==> config.mk <==
export PLATFORM = sky130hd
export DESIGN_NAME = bsfir24
export DESIGN_NICKNAME = d
export VERILOG_FILES = /design/src/rtl/bsfir_pkg.sv /design/src/rtl/bsfir_frame_delay.sv /design/src/rtl/bsfir_section.sv /design/src/rtl/bsfir_merge.sv /design/src/rtl/bsfir24.sv
export SDC_FILE = /design/constraint.sdc
export NUM_CORES = 1
export LEC_CHECK = 0
export BUFFER_PORTS_ARGS = -buffer_cell sky130_fd_sc_hd__buf_2
export CAP_MARGIN = 20
export CORE_MARGIN = 5
export CORE_UTILIZATION = 45
export DETAILED_ROUTE_END_ITERATION = 10
export PLACE_DENSITY_LB_ADDON = 0.08
export SYNTH_ARGS = -nofsm -noshare
export SYNTH_HDL_FRONTEND = slang
export SYNTH_SLANG_ARGS = --single-unit
==> constraint.sdc <==
create_clock -name clk -period 5.8 [get_ports clk]
set_input_delay 1.74 -clock clk [delete_from_list [all_inputs] [get_ports clk]]
set_output_delay 1.74 -clock clk [all_outputs]
set_load 0.05 [all_outputs]
==> src/rtl/bsfir_pkg.sv <==
package bsfir_pkg;

    localparam int NUM_TAPS       = 24;
    localparam int NUM_UNIQUE     = NUM_TAPS / 2;
    localparam int NUM_SECT       = 3;
    localparam int PAIRS_PER_SECT = NUM_UNIQUE / NUM_SECT;

    // one bit-serial full-adder step: sum bit and carry into next weight
    typedef struct packed {
        logic sum;
        logic cy;
    } fa_t;

    function automatic fa_t full_add(input logic a, input logic b, input logic ci);
        fa_t r;
        r.sum = a ^ b ^ ci;
        r.cy  = (a & b) | (a & ci) | (b & ci);
        return r;
    endfunction

endpackage

==> src/rtl/bsfir_frame_delay.sv <==
module bsfir_frame_delay #(
    parameter int FRAME = 24
) (
    input  logic clk,
    input  logic rst,
    input  logic din,
    output logic dout
);

    logic [FRAME-1:0] sr_q;

    always_ff @(posedge clk) begin
        if (rst) begin
            sr_q <= '0;
        end else begin
            sr_q <= {sr_q[FRAME-2:0], din};
        end
    end

    assign dout = sr_q[FRAME-1];

endmodule

==> src/rtl/bsfir_section.sv <==
module bsfir_section
    import bsfir_pkg::*;
#(
    parameter int CW    = 8,
    parameter int FRAME = 24,
    parameter logic [PAIRS_PER_SECT*CW-1:0] COEFS = '0
) (
    input  logic clk,
    input  logic rst,
    input  logic first,
    input  logic fwd_in,
    input  logic ret_in,
    output logic fwd_out,
    output logic ret_out,
    output logic prod_out
);

    localparam int NP = PAIRS_PER_SECT;
    localparam int AW = CW + 4;

    function automatic int mag_sum(input logic [NP*CW-1:0] v);
        int t;
        t = 0;
        for (int j = 0; j < NP; j++) begin
            int c;
            c = int'($signed(v[j*CW +: CW]));
            t = t + ((c < 0) ? -c : c);
        end
        return t;
    endfunction

    localparam int BOUND = mag_sum(COEFS);

    // forward and returning sample delays
    logic [NP:0] fw, rw;
    assign fw[0] = fwd_in;
    assign rw[0] = ret_in;

    for (genvar g = 0; g < NP; g++) begin : g_dly
        bsfir_frame_delay #(.FRAME(FRAME)) u_fwd (
            .clk (clk),
            .rst (rst),
            .din (fw[g]),
            .dout(fw[g+1])
        );
        bsfir_frame_delay #(.FRAME(FRAME)) u_ret (
            .clk (clk),
            .rst (rst),
            .din (rw[g]),
            .dout(rw[g+1])
        );
    end

    assign fwd_out = fw[NP];
    assign ret_out = rw[NP];

    // serial pre-add of mirrored taps
    logic [NP-1:0] pair_bit, pc_d, pc_q;

    for (genvar g = 0; g < NP; g++) begin : g_pre
        assign {pair_bit[g], pc_d[g]} =
            full_add(fw[g], rw[NP-1-g], first ? 1'b0 : pc_q[g]);
    end

    always_ff @(posedge clk) begin
        if (rst) begin
            pc_q <= '0;
        end else begin
            pc_q <= pc_d;
        end
    end

    // serial-by-constant weighting: accumulate selected coefficients, shift out LSB
    logic signed [AW-1:0] acc_q, acc_in, mac_sum;
    logic                 prod_q;

    always_comb begin
        acc_in  = first ? '0 : acc_q;
        mac_sum = acc_in;
        for (int j = 0; j < NP; j++) begin
            if (pair_bit[j]) begin
                mac_sum = mac_sum + AW'($signed(COEFS[j*CW +: CW]));
            end
        end
    end

    always_ff @(posedge clk) begin
        if (rst) begin
            acc_q  <= '0;
            prod_q <= 1'b0;
        end else begin
            acc_q  <= mac_sum >>> 1;
            prod_q <= mac_sum[0];
        end
    end

    assign prod_out = prod_q;


    acc_bound_chk: assert property (@(posedge clk) disable iff (rst)
        (acc_q <= BOUND) && (acc_q >= -BOUND));

endmodule

==> src/rtl/bsfir_merge.sv <==
module bsfir_merge
    import bsfir_pkg::*;
(
    input  logic                clk,
    input  logic                rst,
    input  logic                first,
    input  logic [NUM_SECT-1:0] terms,
    output logic                dout
);

    fa_t  csa, fin;
    logic cs_q, fc_q, dout_q;

    // carry-save: three streams -> sum stream plus carry stream one weight up
    assign csa = full_add(terms[0], terms[1], terms[2]);
    // final serial adder resolves sum and delayed carry
    assign fin = full_add(csa.sum, first ? 1'b0 : cs_q, first ? 1'b0 : fc_q);

    always_ff @(posedge clk) begin
        if (rst) begin
            cs_q   <= 1'b0;
            fc_q   <= 1'b0;
            dout_q <= 1'b0;
        end else begin
            cs_q   <= csa.cy;
            fc_q   <= fin.cy;
            dout_q <= fin.sum;
        end
    end

    assign dout = dout_q;

endmodule

==> src/rtl/bsfir24.sv <==
module bsfir24
    import bsfir_pkg::*;
#(
    parameter int SAMPLE_W = 8,
    parameter int COEF_W   = 8,
    parameter int FRAME    = SAMPLE_W + COEF_W + 8,
    parameter logic [NUM_UNIQUE*COEF_W-1:0] COEFS =
        {8'h7F, 8'h64, 8'h40, 8'h28, 8'h1C, 8'hEC,
         8'h0F, 8'hF4, 8'h09, 8'hF9, 8'h05, 8'hFD}
) (
    input  logic clk,
    input  logic rst,
    input  logic init,
    input  logic din,
    output logic dout
);

    localparam int PW       = $clog2(FRAME) + 1;
    localparam logic [PW-1:0] POS_IDLE = '1;
    localparam int SECT_CW  = PAIRS_PER_SECT * COEF_W;
    localparam int SIGN_POS = SAMPLE_W + COEF_W + 4;

    if (FRAME < SAMPLE_W + COEF_W + 5) begin : g_bad_frame
        $error("FRAME too short for full-precision result");
    end

    // frame position tracking and input sign extension
    logic [PW-1:0] pos_in, pos_q, pos_d1, pos_d2;
    logic          msb_q, msb_d, ext_bit, xs_q;

    always_comb begin
        pos_in  = init ? '0 : ((pos_q == POS_IDLE) ? pos_q : pos_q + 1'b1);
        ext_bit = (pos_in < PW'(SAMPLE_W)) ? din : msb_q;
        msb_d   = (pos_in == PW'(SAMPLE_W - 1)) ? din : msb_q;
    end

    always_ff @(posedge clk) begin
        if (rst) begin
            pos_q  <= POS_IDLE;
            pos_d1 <= POS_IDLE;
            pos_d2 <= POS_IDLE;
            msb_q  <= 1'b0;
            xs_q   <= 1'b0;
        end else begin
            pos_q  <= pos_in;
            pos_d1 <= pos_q;
            pos_d2 <= pos_d1;
            msb_q  <= msb_d;
            xs_q   <= ext_bit;
        end
    end

    logic sect_first, merge_first;
    assign sect_first  = (pos_q == '0);
    assign merge_first = (pos_d1 == '0);

    // cascaded sections with folded delay line
    logic [NUM_SECT-1:0] fwd_i, fwd_o, ret_i, ret_o, prod;
    logic                ret_tail_unused;
    assign ret_tail_unused = ret_o[0];

    for (genvar s = 0; s < NUM_SECT; s++) begin : g_sect
        if (s == 0) begin : g_head
            assign fwd_i[s] = xs_q;
        end else begin : g_link
            assign fwd_i[s] = fwd_o[s-1];
        end
        if (s == NUM_SECT - 1) begin : g_fold
            assign ret_i[s] = fwd_o[s];
        end else begin : g_back
            assign ret_i[s] = ret_o[s+1];
        end

        bsfir_section #(
            .CW   (COEF_W),
            .FRAME(FRAME),
            .COEFS(COEFS[s*SECT_CW +: SECT_CW])
        ) u_sect (
            .clk     (clk),
            .rst     (rst),
            .first   (sect_first),
            .fwd_in  (fwd_i[s]),
            .ret_in  (ret_i[s]),
            .fwd_out (fwd_o[s]),
            .ret_out (ret_o[s]),
            .prod_out(prod[s])
        );
    end

    bsfir_merge u_merge (
        .clk  (clk),
        .rst  (rst),
        .first(merge_first),
        .terms(prod),
        .dout (dout)
    );


    init_pulse_chk: assert property (@(posedge clk) disable iff (rst)
        init |=> !init);


    in_sext_chk: assert property (@(posedge clk) disable iff (rst)
        (pos_q > PW'(SAMPLE_W) && pos_q < PW'(FRAME)) |-> (xs_q == $past(xs_q)));


    out_sext_chk: assert property (@(posedge clk) disable iff (rst)
        (pos_d2 > PW'(SIGN_POS) && pos_d2 < PW'(FRAME)) |-> (dout == $past(dout)));

endmodule

# == Word level (Yosys, flattened, before mapping) ==
# Cells that the tools add are included.
# op_classes
eq_ne,2
bitwise,98
n_addsub,13
order_cmp,1
n_reduce_logical,2
muxes,32
# op_table
op,n
12-bit 2-to-1 mux,15
1-bit bitwise AND,42
"12-bit by 5-bit adder with 12-bit output, second input constant",3
"12-bit by 8-bit adder with 12-bit output, second input constant",3
1-bit bitwise OR,28
1-bit XOR,28
"12-bit by 4-bit adder with 12-bit output, second input constant",2
"12-bit by 6-bit adder with 12-bit output, second input constant",2
1-bit 2-to-1 mux,15
"12-bit by 3-bit adder with 12-bit output, second input constant",1
"12-bit by 7-bit adder with 12-bit output, second input constant",1
6-bit zero test,2
6-bit 2-to-1 mux,2
"6-bit by 1-bit adder with 6-bit output, second input constant",1
"6-bit by 3-bit equality test with 1-bit output, second input constant",1
"6-bit equality test, second input constant",1
"6-bit by 4-bit less-than comparator with 1-bit output, second input constant",1
# totals
register_bits,617
inputBits,4

# == Longest topological paths before layout ==
# logic_depth
ltp_word,10
ltp_mapped,25
depth_no_buf,19

# == Cells and area by module ==
# Synthesis repeated with hierarchy kept, for this count alone.
# hier_totals
hier_cells,1907
area_unflattened_um2,22609.2
# modules_own_cells
mod,instances,cells_each,area_per_inst_um2
bsfir_frame_delay,24,50,693.2
bsfir_section at g_sect[0].u_sect,1,242,2069.5
bsfir_section at g_sect[1].u_sect,1,197,1599.0
bsfir_section at g_sect[2].u_sect,1,194,1556.5
bsfir24,1,64,616.8
bsfir_merge,1,10,131.4

# == Worst setup path after synthesis ==
# Ideal clock, no wire load.
# synth_path
kind,register -> register
start,reg pos_q[0]
end,"reg, netlist name g_sect[0].u_sect.acc_q[10]"
stages_incl_launch_ff,25
arrival_ns,5.647
setup_time_ns,0.133
slack_ns,0.020
path_cell_list,dfxtp_1 -> inv_1 -> ha_1 -> nor3b_4 -> nand2_1 -> buf_4 -> clkbuf_1 -> clkbuf_1 -> buf_1 -> clkbuf_1 -> nand2_1 -> fa_1 -> buf_2 -> clkbuf_1 -> xnor2_1 -> ha_1 -> a311oi_1 -> a21oi_1 -> nand4b_1 -> xnor2_1 -> nand2_1 -> or4_4 -> o2bb2ai_1 -> nor2b_1 -> a211oi_1
# synth_between
elab_chain_len,10
# synth_lines
element,line,text
"start, declared",bsfir24.sv:28,"logic [PW-1:0] pos_in, pos_q, pos_d1, pos_d2;"
"start signal, assigned",bsfir24.sv:45,pos_q <= pos_in;
6-bit zero test *,bsfir24.sv:54,assign sect_first = (pos_q == '0);
12-bit 2-to-1 mux or 1-bit 2-to-1 mux (tied branches),"bsfir_section.sv:78, bsfir_section.sv:62",
12-bit by 3-bit adder with 12-bit output or 1-bit XOR (tied branches),"bsfir_section.sv:82, bsfir_pkg.sv:16",
12-bit 2-to-1 mux,bsfir_section.sv:81,if (pair_bit[j]) begin
12-bit by 4-bit adder with 12-bit output,bsfir_section.sv:82,mac_sum = mac_sum + AW'($signed(COEFS[j*CW +: CW]));
12-bit 2-to-1 mux,bsfir_section.sv:81,
12-bit by 4-bit adder with 12-bit output,bsfir_section.sv:82,
12-bit 2-to-1 mux,bsfir_section.sv:81,
12-bit by 5-bit adder with 12-bit output,bsfir_section.sv:82,
12-bit 2-to-1 mux *,bsfir_section.sv:81,
# Mark *: on every way between the ends. The rest lies on a longest branch, timed or not.
# A chain may end at the register's enable or synchronous reset.

# == Worst setup path after layout ==
# layout_path
start,reg pos_q[0]
end,"reg, netlist name g_sect[0].u_sect.acc_q[10]"
# layout_between
elab_chain_len,10
# layout_lines
element,line
6-bit zero test *,bsfir24.sv:54
12-bit 2-to-1 mux or 1-bit 2-to-1 mux (tied branches),"bsfir_section.sv:78, bsfir_section.sv:62"
12-bit by 3-bit adder with 12-bit output or 1-bit XOR (tied branches),"bsfir_section.sv:82, bsfir_pkg.sv:16"
12-bit 2-to-1 mux,bsfir_section.sv:81
12-bit by 4-bit adder with 12-bit output,bsfir_section.sv:82
12-bit 2-to-1 mux,bsfir_section.sv:81
12-bit by 4-bit adder with 12-bit output,bsfir_section.sv:82
12-bit 2-to-1 mux,bsfir_section.sv:81
12-bit by 5-bit adder with 12-bit output,bsfir_section.sv:82
12-bit 2-to-1 mux *,bsfir_section.sv:81
# Marked as above.

==> results.md <==
- Launch instance of the worst min-delay path: g_sect[1].u_sect.g_dly[2].u_ret.sr_q[17]
- Final Hold Viols: 0
- Half-perimeter wire length after detailed placement: 17140 um
- Main combinational cell family by area after synthesis: simple AND/OR/NAND/NOR gates
- Buffers and inverters on the worst path: 1
- Number of port buffers: 4
- Fraction of power consumed by combinational cells: 0.026
- Die Wd: 221.5 um
- Least-Margin Pin Slew: 1.190 ns
- Total power per unit cell area: 365.9 nW/um^2
- CP cell instances: inv_1 > ha_1 > nor3b_4 > nand2_1 > nand2_1 > fa_1 > nor2_1 > a311oi_1 > a311oi_2 > nand4b_1 > xnor2_1 > nand2_1 > or4_4 > o2bb2ai_1 > nor2b_1 > a211oi_1
- Rows: 77
- PnR Total Power: 8.254 mW
- Clock Pin Slew Worst Setup and Hold Paths: 0.06 ns
- Proportion of netlist area held by the largest area contributor: 0.6135
- Cell count along the critical path: 16
- Top cell by count, worst path: sky130_fd_sc_hd__nand2_1
- CTS resizes: 0
- Cell count of the worst hold path: 1
- Cts bufs inserted: 61
- Xor/xnor cell area share of the yosys netlist: 0.03753
- Number of enable-type register cells in the synthesized netlist: 0
- Library cell occupying the most area in the post-synthesis netlist: sky130_fd_sc_hd__dfxtp_1
- GRT Util Overall: 0.1237
- Maximum number of buffers from clock root to sink: 3
- Worst flop-to-flop path endpoint: g_sect[0].u_sect.acc_q[10]
- Vias per cell: 4.550
- Crit path max-delay cell type: sky130_fd_sc_hd__fa_1
- TritonCTS Sinks: 617
- Non-filler instance count after layout: 2466
- Post-Layout Inst Area: 22560 sq um
- Global-route wire length before repair: 52520 um
- Die outline area: 49070 sq um
- Tmin final: 5.333 ns
- Worst setup SP type: flop
- Number of antenna repair diodes: 0
- Final worst-path cycle share: 0.9196
- Post-route worst hold slack: 0.4311 ns
- Register Area: 12350 sq um
- First-pass iteration count of the detailed router: 4
- Portion of the post-synthesis area used by sequential elements: 0.6135
- Fraction of final layout cells sized beyond drive strength 1: 0.06990
- Run status: complete, no violations
- Leakage power figure: 8.665 nW
- Area of the mapped netlist: 20130 sq um
- Area Growth Syn to Fin: 12.03%
- Max_slew headroom: 0.2070
- Buffer cell driving the clock tree root: sky130_fd_sc_hd__clkbuf_16
- Placeable core area: 44220 sq um
- Initial standard-cell utilization of the core: 0.4553
- Avg Inst Size Synth: 10.87 sq um
- Part of the total power dissipated in sequential elements: 0.517
- Footprint of the multi-input gates: 7221 sq um
- Layout Nets: 1862
- I/O pin total: 5
- Number of fill cells: 3956
- Worst-case vdd ir drop: 0.2692 mV
- Fmax: 187.5 MHz
- Antenna Violating Nets Remaining: 0
- Total Negative Setup Slacks: 0 ns
- Length in cells of the worst reg-to-reg path: 16
- Launch instance of the worst register-to-register path: pos_q[0]
- Most used DFF post-synth: sky130_fd_sc_hd__dfxtp_1
- Adder-cell area share of the yosys netlist: 0.02262
- Post-synthesis mux area share: 0.007146
- DRC viols: 0
- Power dissipated by switching net loads: 1.709 mW
- Number of antenna violations at the first check in global routing: 0
- Top cells by area, synth: sky130_fd_sc_hd__dfxtp_1, sky130_fd_sc_hd__nor2b_1, sky130_fd_sc_hd__xnor2_1, sky130_fd_sc_hd__nor2_1, sky130_fd_sc_hd__clkbuf_1
- Routed WL per cell: 12.27 um
- Most frequent cells after synthesis: sky130_fd_sc_hd__dfxtp_1, sky130_fd_sc_hd__nor2b_1, sky130_fd_sc_hd__nor2_1
- Critical Path RT: 6.26 ns
- Maximum single-stage delay on the critical path: 0.63 ns
- Nets in the synthesized netlist: 1884
- Critical path endpoint category: flop
- Top Family by Delay on Critical Path: simple AND/OR/NAND/NOR gates
- Post-layout util: 0.5101
- Critical path fanouts, max: 16
- Total setup violations reported at the end of the flow: 0
- Min setup slack post-route: 0.4665 ns
- Leftover overflow at the end of global routing: 0
- Post-CTS setup-driven buffer insertion count: 0
- Layout Skew: 0.01322 ns
- End point of the most critical hold path: g_sect[1].u_sect.g_dly[2].u_ret.sr_q[18]
- Placer Congestion: 0.8031
- Post-place setup slack: 0.5174 ns
- Via Count: 11220
- Count of different cell masters after synthesis: 83
- Worst skew pair latency: 0.61 ns
- Synth warnings: 0
- Number of slew-limit violations in the final report: 0
- FF+latch count, synth: 617
- Type of the worst min-delay path: flop to flop
- Clock power frac: 0.457
- Total number of H-tree levels: 2
- DIE HEIGHT: 221.5 um
- Cells after synthesis: 1852
- Placed instance count: 2359
- Setup CP Type: flop to flop
- Maximum Capacitance Violations: 0
- Count leader, synth: sky130_fd_sc_hd__dfxtp_1
- Routed WL: 30250 um
- Via count of the first global-routing pass: 10870
- Fraction of the mapped netlist area in compound gates: 0.05493
- DRT iter0 DRCs: 506
- Arrival time of the worst setup path: 5.80 ns
- Cell area reported after detailed placement: 20590 sq um
- Unrepaired setup endpoints after global routing: false
- CTS tree: yes
- Proportion of synthesized flip-flops having asynchronous set or reset: 0
- Switching share of power: 0.2070
- Area fraction in and, or, nand and nor cells after synthesis: 0.2364
- R2r setup slk: 0.47 ns
- Total internal power: 6.545 mW
- Hold buffer count at cts: 0
- Maximum number of pins on one net before global-route repair: 257
area by class of cell:
class | count | area share
flip-flops and latches | 617 | 0.5476
multi-input cells | 1095 | 0.3201
clock buffers | 93 | 0.08015
well taps | 592 | 0.03284
inverters | 42 | 0.006989
clock inverters | 14 | 0.006878
repair buffers | 13 | 0.005436
cell usage in the layout, fill, tap and decap left out, types with 17 or more instances in the layout:
cell type	count
sky130_fd_sc_hd__o21ai_0	32
sky130_fd_sc_hd__clkbuf_16	62
sky130_fd_sc_hd__a21oi_1	32
sky130_fd_sc_hd__nor2_1	102
sky130_fd_sc_hd__xnor2_1	54
sky130_fd_sc_hd__nand3_1	20
sky130_fd_sc_hd__nor2b_1	537
sky130_fd_sc_hd__clkbuf_1	17
sky130_fd_sc_hd__dfxtp_1	617
sky130_fd_sc_hd__nor3_1	20
sky130_fd_sc_hd__inv_1	42
sky130_fd_sc_hd__nand2_1	59
sky130_fd_sc_hd__xor2_1	19
per-layer routing:
| layer | vias up | wire length (um) | GRT usage | share of wire |
|---|---|---|---|---|
| li1 | 5854 | - | - | - |
| met5 | - | 0 | 0 | 0 |
| met1 | 5189 | 15990 | 0.1790 | 0.53 |
| met3 | 53 | 1115 | 0.02621 | 0.037 |
| met4 | 0 | 782 | 0.05031 | 0.026 |
| met2 | 124 | 12360 | 0.1809 | 0.41 |
worst max-delay path by stage:
stage / start / endpoint
5_1_grt: pos_q[0] / g_sect[0].u_sect.acc_q[10]
3_5_place_dp: pos_q[0] / g_sect[0].u_sect.acc_q[10]
3_3_place_gp: pos_q[0] / g_sect[0].u_sect.acc_q[10]
6_report: pos_q[0] / g_sect[0].u_sect.acc_q[10]
2_1_floorplan: pos_q[0] / g_sect[0].u_sect.acc_q[10]
4_1_cts: pos_q[0] / g_sect[0].u_sect.acc_q[10]
power by group through the flow:
stage | clock, mW | sequential, mW | combinational [mW]
global route | 4.11 | 4.27 | 0.242
finish | 3.77 | 4.27 | 0.215
floorplan | 0 | 4.35 | 0.184
CTS | 3.92 | 4.27 | 0.217
global placement | 0 | 4.36 | 0.217
detailed placement | 0 | 4.36 | 0.216
sequential cells by signal, summed over array words and instances, names as in the netlist:
name	flops
u_merge.cs_q	1
g_sect.u_sect.g_dly.u_ret.sr_q	264
g_sect.u_sect.acc_q	33
u_merge.fc_q	1
u_merge.dout	1
g_sect.u_sect.pc_q	12
pos_q	6
msb_q	1
g_sect.u_sect.prod_out	3
g_sect.u_sect.g_dly.u_fwd.sr_q	288
xs_q	1
pos_d1	6
cell families after synthesis:
kind of cell,after synthesis
multiplexers,14
AND/OR/NAND/NOR,819
AO/OA/AOI/OAI,155
adder cells (fa/ha/maj),28
XOR/XNOR,79
buffers and inverters,140
flip-flops,617
No activity file was read; power rests on OpenSTA's default activity.
